<file path="src/rtl/sdiv_pkg.sv">
package sdiv_pkg;
  typedef enum logic [1:0] {
    ST_IDLE = 2'd0,
    ST_RUN  = 2'd1,
    ST_FIX  = 2'd2
  } sdiv_state_e;
endpackage

</file>
<file path="src/rtl/sdiv_sign_prep.sv">
module sdiv_sign_prep #(
  parameter int W = 32
) (
  input  logic [W-1:0] num,
  input  logic [W-1:0] den,
  output logic [W-1:0] num_mag,
  output logic [W-1:0] den_mag,
  output logic         num_neg,
  output logic         den_neg
);
  assign num_neg = num[W-1];
  assign den_neg = den[W-1];
  // magnitudes are unsigned, so the most negative value maps to 2^(W-1)
  assign num_mag = num_neg ? (~num + 1'b1) : num;
  assign den_mag = den_neg ? (~den + 1'b1) : den;
endmodule

</file>
<file path="src/rtl/sdiv_nr_step.sv">
module sdiv_nr_step #(
  parameter int W = 32
) (
  input  logic [W:0]   part_in,
  input  logic [W-1:0] shreg_in,
  input  logic [W-1:0] den_mag,
  output logic [W:0]   part_out,
  output logic [W-1:0] shreg_out
);
  logic [W:0] shifted;
  logic [W:0] den_ext;

  always_comb begin
    shifted = {part_in[W-1:0], shreg_in[W-1]};
    den_ext = {1'b0, den_mag};
    // a negative partial remainder adds the divisor back, otherwise subtract
    if (part_in[W]) part_out = shifted + den_ext;
    else            part_out = shifted - den_ext;
    shreg_out = {shreg_in[W-2:0], ~part_out[W]};
  end
endmodule

</file>
<file path="src/rtl/sdiv_fixup.sv">
module sdiv_fixup #(
  parameter int W = 32
) (
  input  logic [W:0]   part,
  input  logic [W-1:0] den_mag,
  input  logic [W-1:0] quo_mag,
  input  logic         quo_neg,
  input  logic         rem_neg,
  output logic [W-1:0] quo_res,
  output logic [W-1:0] rem_res
);
  logic [W-1:0] rem_mag;

  always_comb begin
    // the low W bits suffice: the corrected remainder lies in [0, divisor)
    rem_mag = part[W-1:0] + (part[W] ? den_mag : '0);
    quo_res = quo_neg ? (~quo_mag + 1'b1) : quo_mag;
    rem_res = rem_neg ? (~rem_mag + 1'b1) : rem_mag;
  end
endmodule

</file>
<file path="src/rtl/sdiv_nr.sv">
module sdiv_nr #(
  parameter int W = 32
) (
  input  logic         clk,
  input  logic         rst,
  input  logic         start,
  input  logic [W-1:0] dividend,
  input  logic [W-1:0] divisor,
  output logic [W-1:0] quotient,
  output logic [W-1:0] remainder,
  output logic         stall
);
  import sdiv_pkg::*;

  localparam int CW = $clog2(W);
  localparam logic [CW-1:0] LAST_STEP = CW'(W - 1);

  sdiv_state_e  state_q;
  logic [CW-1:0] step_q;
  logic [W:0]   part_q;
  logic [W-1:0] shreg_q;
  logic [W-1:0] den_q;
  logic         quo_neg_q;
  logic         rem_neg_q;

  logic [W-1:0] num_mag, den_mag;
  logic         num_neg, den_neg;
  logic [W:0]   part_nx;
  logic [W-1:0] shreg_nx;
  logic [W-1:0] quo_res, rem_res;

  sdiv_sign_prep #(.W(W)) u_prep (
    .num     (dividend),
    .den     (divisor),
    .num_mag (num_mag),
    .den_mag (den_mag),
    .num_neg (num_neg),
    .den_neg (den_neg)
  );

  sdiv_nr_step #(.W(W)) u_step (
    .part_in   (part_q),
    .shreg_in  (shreg_q),
    .den_mag   (den_q),
    .part_out  (part_nx),
    .shreg_out (shreg_nx)
  );

  sdiv_fixup #(.W(W)) u_fix (
    .part    (part_q),
    .den_mag (den_q),
    .quo_mag (shreg_q),
    .quo_neg (quo_neg_q),
    .rem_neg (rem_neg_q),
    .quo_res (quo_res),
    .rem_res (rem_res)
  );

  always_ff @(posedge clk) begin
    if (rst) begin
      state_q   <= ST_IDLE;
      step_q    <= '0;
      part_q    <= '0;
      shreg_q   <= '0;
      den_q     <= '0;
      quo_neg_q <= 1'b0;
      rem_neg_q <= 1'b0;
      quotient  <= '0;
      remainder <= '0;
      stall     <= 1'b0;
    end else begin
      unique case (state_q)
        ST_IDLE: begin
          if (start) begin
            part_q    <= '0;
            shreg_q   <= num_mag;
            den_q     <= den_mag;
            quo_neg_q <= num_neg ^ den_neg;
            rem_neg_q <= num_neg;
            step_q    <= '0;
            stall     <= 1'b1;
            state_q   <= ST_RUN;
          end
        end
        ST_RUN: begin
          part_q  <= part_nx;
          shreg_q <= shreg_nx;
          step_q  <= step_q + 1'b1;
          if (step_q == LAST_STEP) state_q <= ST_FIX;
        end
        ST_FIX: begin
          quotient  <= quo_res;
          remainder <= rem_res;
          stall     <= 1'b0;
          state_q   <= ST_IDLE;
        end
        default: state_q <= ST_IDLE;
      endcase
    end
  end
endmodule

</file>
<file path="config.mk">
export PLATFORM = sky130hd
export DESIGN_NAME = sdiv_nr
export DESIGN_NICKNAME = d
export VERILOG_FILES = /design/src/rtl/sdiv_pkg.sv /design/src/rtl/sdiv_sign_prep.sv /design/src/rtl/sdiv_nr_step.sv /design/src/rtl/sdiv_fixup.sv /design/src/rtl/sdiv_nr.sv
export SDC_FILE = /design/constraint.sdc
export NUM_CORES = 1
export LEC_CHECK = 0
export BUFFER_PORTS_ARGS = -buffer_cell sky130_fd_sc_hd__buf_2
export CAP_MARGIN = 20
export CORE_MARGIN = 5
export CORE_UTILIZATION = 37
export DETAILED_ROUTE_END_ITERATION = 8
export PLACE_DENSITY = 0.6
export SLEW_MARGIN = 30
export SYNTH_ARGS = -nofsm -noshare
export SYNTH_HDL_FRONTEND = slang
export SYNTH_SLANG_ARGS = --single-unit
</file>
<file path="constraint.sdc">
create_clock -name clk -period 5.05 [get_ports clk]
set_input_delay 0.505 -clock clk [delete_from_list [all_inputs] [get_ports clk]]
set_output_delay 0.505 -clock clk [all_outputs]
set_load 0.05 [all_outputs]
</file>
After elaboration in Yosys (flattened, before gate mapping)
Cells that the tools add are included.

word-level totals
  flip-flop bits (word level) = 171
  input port bits = 67
  output and inout port bits = 65
  word-level logic and storage cells = 53

operators by class
  add/sub/neg operators = 8
  eq/ne operators = 5
  multiplexer cells = 17
  bitwise gates (word level) = 6
  reductions and logical operators = 7

operators by type and width
  operator                 count
  $mux W32                 6
  $add A32 B1 Y32 const B  4
  $not A32 Y32             4
  $mux W33                 2
  $pmux W33 S2             1
  $pmux W32 S2             1
  $add A33 B32 Y33         1
  $sub A33 B32 Y33         1
  $add A32 B32 Y32         1
  $pmux W5 S2              1
  $reduce_and A2 Y1        4
  $add A5 B1 Y5 const B    1
  $eq A5 B5 Y1 const B     1
  $mux W5                  1
  $mux W2                  2
  $ne A2 B2 Y1 const B     2
  $pmux W2 S2              1
  $reduce_bool A2 Y1       2
  $eq A2 B1 Y1 const B     1
  $eq A2 B2 Y1 const B     1
  $logic_not A2 Y1         1
  $pmux W1 S2              1
  $mux W1                  1
  $not A1 Y1               1
  $xor A1 B1 Y1            1

Depth between registers and ports, before layout
  depth in word-level cells = 5
  depth in mapped cells = 19
  depth with buffers taken out = 19

Modules after synthesis
A second synthesis with hierarchy kept.

unflattened totals
  cells, all modules = 1,933
  area total of the unflattened synthesis = 14,196.1 µm²

by module, submodules not included
  module          instances  cells each  area each (µm²)
  sdiv_nr         1          791         6,311.1
  sdiv_fixup      1          541         3,644.7
  sdiv_nr_step    1          391         2,743.9
  sdiv_sign_prep  1          210         1,496.4

Worst setup path before layout
No wires, ideal clock.

  path type = register to register
  from = register den_q[0]
  to = register part_q[30]
  arrival = 4,389 ps
  data required time = 4,917 ps
  slack = 529 ps
  cell stages (with the launch flop) = 20
  cell sequence = dfxtp_1 -> inv_1 -> ha_1 -> or4b_2 -> nor3b_1 -> and3b_1 -> and3b_1 -> nor2_1 -> xor2_1 -> ha_1 -> a21o_1 -> a21oi_1 -> o21ai_0 -> or3_1 -> a311oi_1 -> o31ai_1 -> a221o_1 -> a21oi_1 -> mux2i_1 -> a31oi_1

between the ends
  word-level cells in the longest chain between the ends = 3
  elaborated cells between the ends (all ways) = 4
  classes of those cells = add/sub (2); mux (2)

RTL lines
  element                                                      RTL line                                RTL
  start: declaration                                           sdiv_nr.sv:22                           logic [W-1:0] den_q;
  start signal: assignment                                     sdiv_nr.sv:77                           den_q <= den_mag;
  $sub A33 B32 Y33 / $add A33 B32 Y33 (equally long branches)  sdiv_nr_step.sv:18, sdiv_nr_step.sv:17
  $mux W33 (*)                                                 sdiv_nr_step.sv:17                      if (part_in[W]) part_out = shifted + den_ext;
  $pmux W33 S2 (*)                                             sdiv_nr.sv:72                           unique case (state_q)
  end signal: assignment                                       sdiv_nr.sv:86                           part_q <= part_nx;
  end: declaration                                             sdiv_nr.sv:20                           logic [W:0] part_q;

Every way passes the cells marked *; elsewhere a longest branch is shown, timed or not.
A chain may end at the register's enable or synchronous reset.

Worst setup path after layout
Ends and elaborated chain as after synthesis.

==> results.md <==
- Main synth FF type: dfxtp_1
- FP Rows: 69
- GRT overflow: 0
- Postcts setup bufs: 0
- Post-synthesis average cell area: 7.676 µm²
- Synth area leaders: dfxtp_1 26%, xor2_1 7.0%, ha_1 6.6%
- Top cells by count, synth: 184 x nor2_1, 171 x dfxtp_1, 155 x nand2_1
- Core Area: 35400 µm²
- Synth Instances: 1723
- Final WL: 37300 µm
- Lkg Pwr: 6.086 nW
- Root Driver: clkbuf_16
- First-pass GRT wire length: 60510 µm
- Synthesis Warnings: 0
- Pwr Density: 417.9 nW/µm²
- Post-DP HPWL: 28900 µm
- Gr usage total: 18.38%
- Cts bufs inserted: 17
- RePlAce Congestion: 0.9081
- Period utilisation layout: 93.28%
- #FFs+latches synth: 171
- Total number of vias: 12500
- DP Worst Slack: 171.8 ps
- Sum Neg Setup Slack: 0 ps
- Area Growth Syn to Fin: 12.55%
- Run status: finished clean
- DRC: 0
- Hold buffers post-CTS: 0
- Vias per inst: 5.505
- Largest area contributor in the netlist: dfxtp_1
- Worst-margin pin slew: 912.1 ps
- Asr flop ratio synth: 0%
- Layout cell share with drive strength beyond 1: 12.83%
- Max Clock Freq: 212.3 MHz
- Sequential element share of the synthesized area: 25.88%
- Layout net count: 1934
- Clock Latency Late Sink: 440 ps
- Fill count: 3726
- Drt wl/cell: 16.43 µm
- Max clock buf depth: 2
- Worst Skew: 11.01 ps
- CTS tree: done
- Post-synth EDFFs: 0
- Post-synthesis cell area: 13230 µm²
- Die X-Extent: 199.1 µm
- Pin count of the biggest net entering global routing: 102
- CP required: 5340 ps
- Crit end category: flip-flop
- RSZ-0062 raised after global routing: false
- Synth cell types: 86
- 1st-iter DRT viols: 797
- Number of port buffers: 131
- Synthesized Nets: 1862
- DP Area: 14260 µm²
- Drt first pass iters: 5
- Critical setup path kind: flip-flop to flip-flop
- Antenna violations before repair: 0
- Die area: 39620 µm²
- CP max FO: 4
- WHS: 339.1 ps
- Clock sink count: 171
- Tmin final: 4711 ps
- Final instance area: 14890 µm²
- Post-DRT Antenna Nets: 0
- Pins Over Slew Limit: 0
- Top Ports: 132
- Max rail drop VDD: 0.2577 mV
- CP arrival: 5000 ps
- Area share of the largest cell type after synthesis: 25.88%
- Hold Violations, Final: 0
- Setup WS post-layout: 339.1 ps
- Clock-pin transition on the worst setup and hold timing paths: 70 ps
- H-tree lvl count: 4
- Multi-input gate area in the final layout: 9316 µm²
- Chip height: 199.1 µm
- Storage cell area: 3426 µm²
- Final Util: 42.05%
- Max Cap Violations: 0
- HP Class: input port to flip-flop
- Slew HR: 39.19%
- Initial core utilization: 37.36%
- Crit start category: flip-flop
- Vias in the first global route: 11410
- Top-count cell post-synth: nor2_1
- Final setup viols: 0
-- path summary, 6_finish.rpt --
kind / startpoint / endpoint / slack [ps] / depth (start not counted)
worst min register to register: remainder[28] / remainder[28] / 440 / 2
worst max register to register: den_q[0] / part_q[30] / 340 / 20
worst max-delay path: den_q[0] / part_q[30] / 340 / 20
worst min-delay path: divisor[0] / den_q[0] / 340 / 3
-- kinds of logic after synthesis --
| kind of cell | synth area share, % |
|---|---|
| xor+xnor | 12.05 |
| flops | 25.88 |
| simple gates | 23.58 |
| buf+inv | 3.917 |
| mux | 0.7663 |
| fa+ha+maj | 6.925 |
| compound gates | 26.88 |
-- registers in the layout, indices dropped and copies added (netlist names) --
signal	flops
step_q	5
stall	1
part_q	33
rem_neg_q	1
shreg_q	32
quotient	32
quo_neg_q	1
den_q	32
state_q	2
remainder	32
-- per-stage QoR --
stage                     power [mW]  instances
after floorplan                4.082       1723
after global placement         4.790       2237
after detailed placement       4.817       2237
after CTS                      6.213       2269
after global routing           6.708       2269
final                          6.220       2270
-- worst max-delay path: stages, from the launching register on --
cell and delay, ps:
dfxtp_1 310, inv_1 50, ha_1 170, or4b_2 650, nor3b_2 210, and3b_2 250
and3b_1 250, nor2_1 70, xor2_1 140, ha_1 310, a21o_1 200, a21oi_2 180
o21ai_0 130, or3_1 310, a311oi_1 220, buf_4 170, o31ai_1 90, a221o_1 330
a21oi_1 200, mux2i_1 220, a31oi_1 90
-- layer usage --
layer	GRT usage [%]	part of all wire, %	routed length, µm	vias up
met5	0	0	0	-
met1	28.91	54	19970	5731
li1	-	-	-	6469
met2	26.20	40	15110	270
met3	2.900	5.0	1871	26
met4	3.926	0.94	350	0
-- power by group --
part           internal, mW  switching, mW  leakage (nW)
clock network         0.750          0.631         0.287
logic                  1.32           1.83          4.40
registers              1.47          0.211          1.40
total                  3.55           2.67          6.09
-- placed cells by master, fill, tap and decap left out, types with 38 or more instances in the layout --
| cell type | instances |
|---|---|
| a211oi_1 | 82 |
| a21oi_1 | 153 |
| and2_1 | 38 |
| buf_2 | 130 |
| dfxtp_1 | 169 |
| ha_1 | 70 |
| nand2_1 | 155 |
| nand3_1 | 52 |
| nor2_1 | 182 |
| o21ai_0 | 66 |
| xnor2_1 | 77 |
| xor2_1 | 105 |
-- cell type report --
type / instances / area share (%)
clock inverters: 14 / 1.185
repair buffers: 154 / 5.606
multi-input cells: 1418 / 62.59
flip-flops and latches: 171 / 23.01
clock buffers: 18 / 2.883
diodes: 1 / 0.01681
well taps: 461 / 3.875
inverters: 33 / 0.8321
-- repair_timing --
item	in CTS	in global routing
setup endpoints to repair	0	3
gates resized for setup	0	3
endpoints found under the hold margin	0	0
Note: power is estimated with default switching activity, not from simulation.
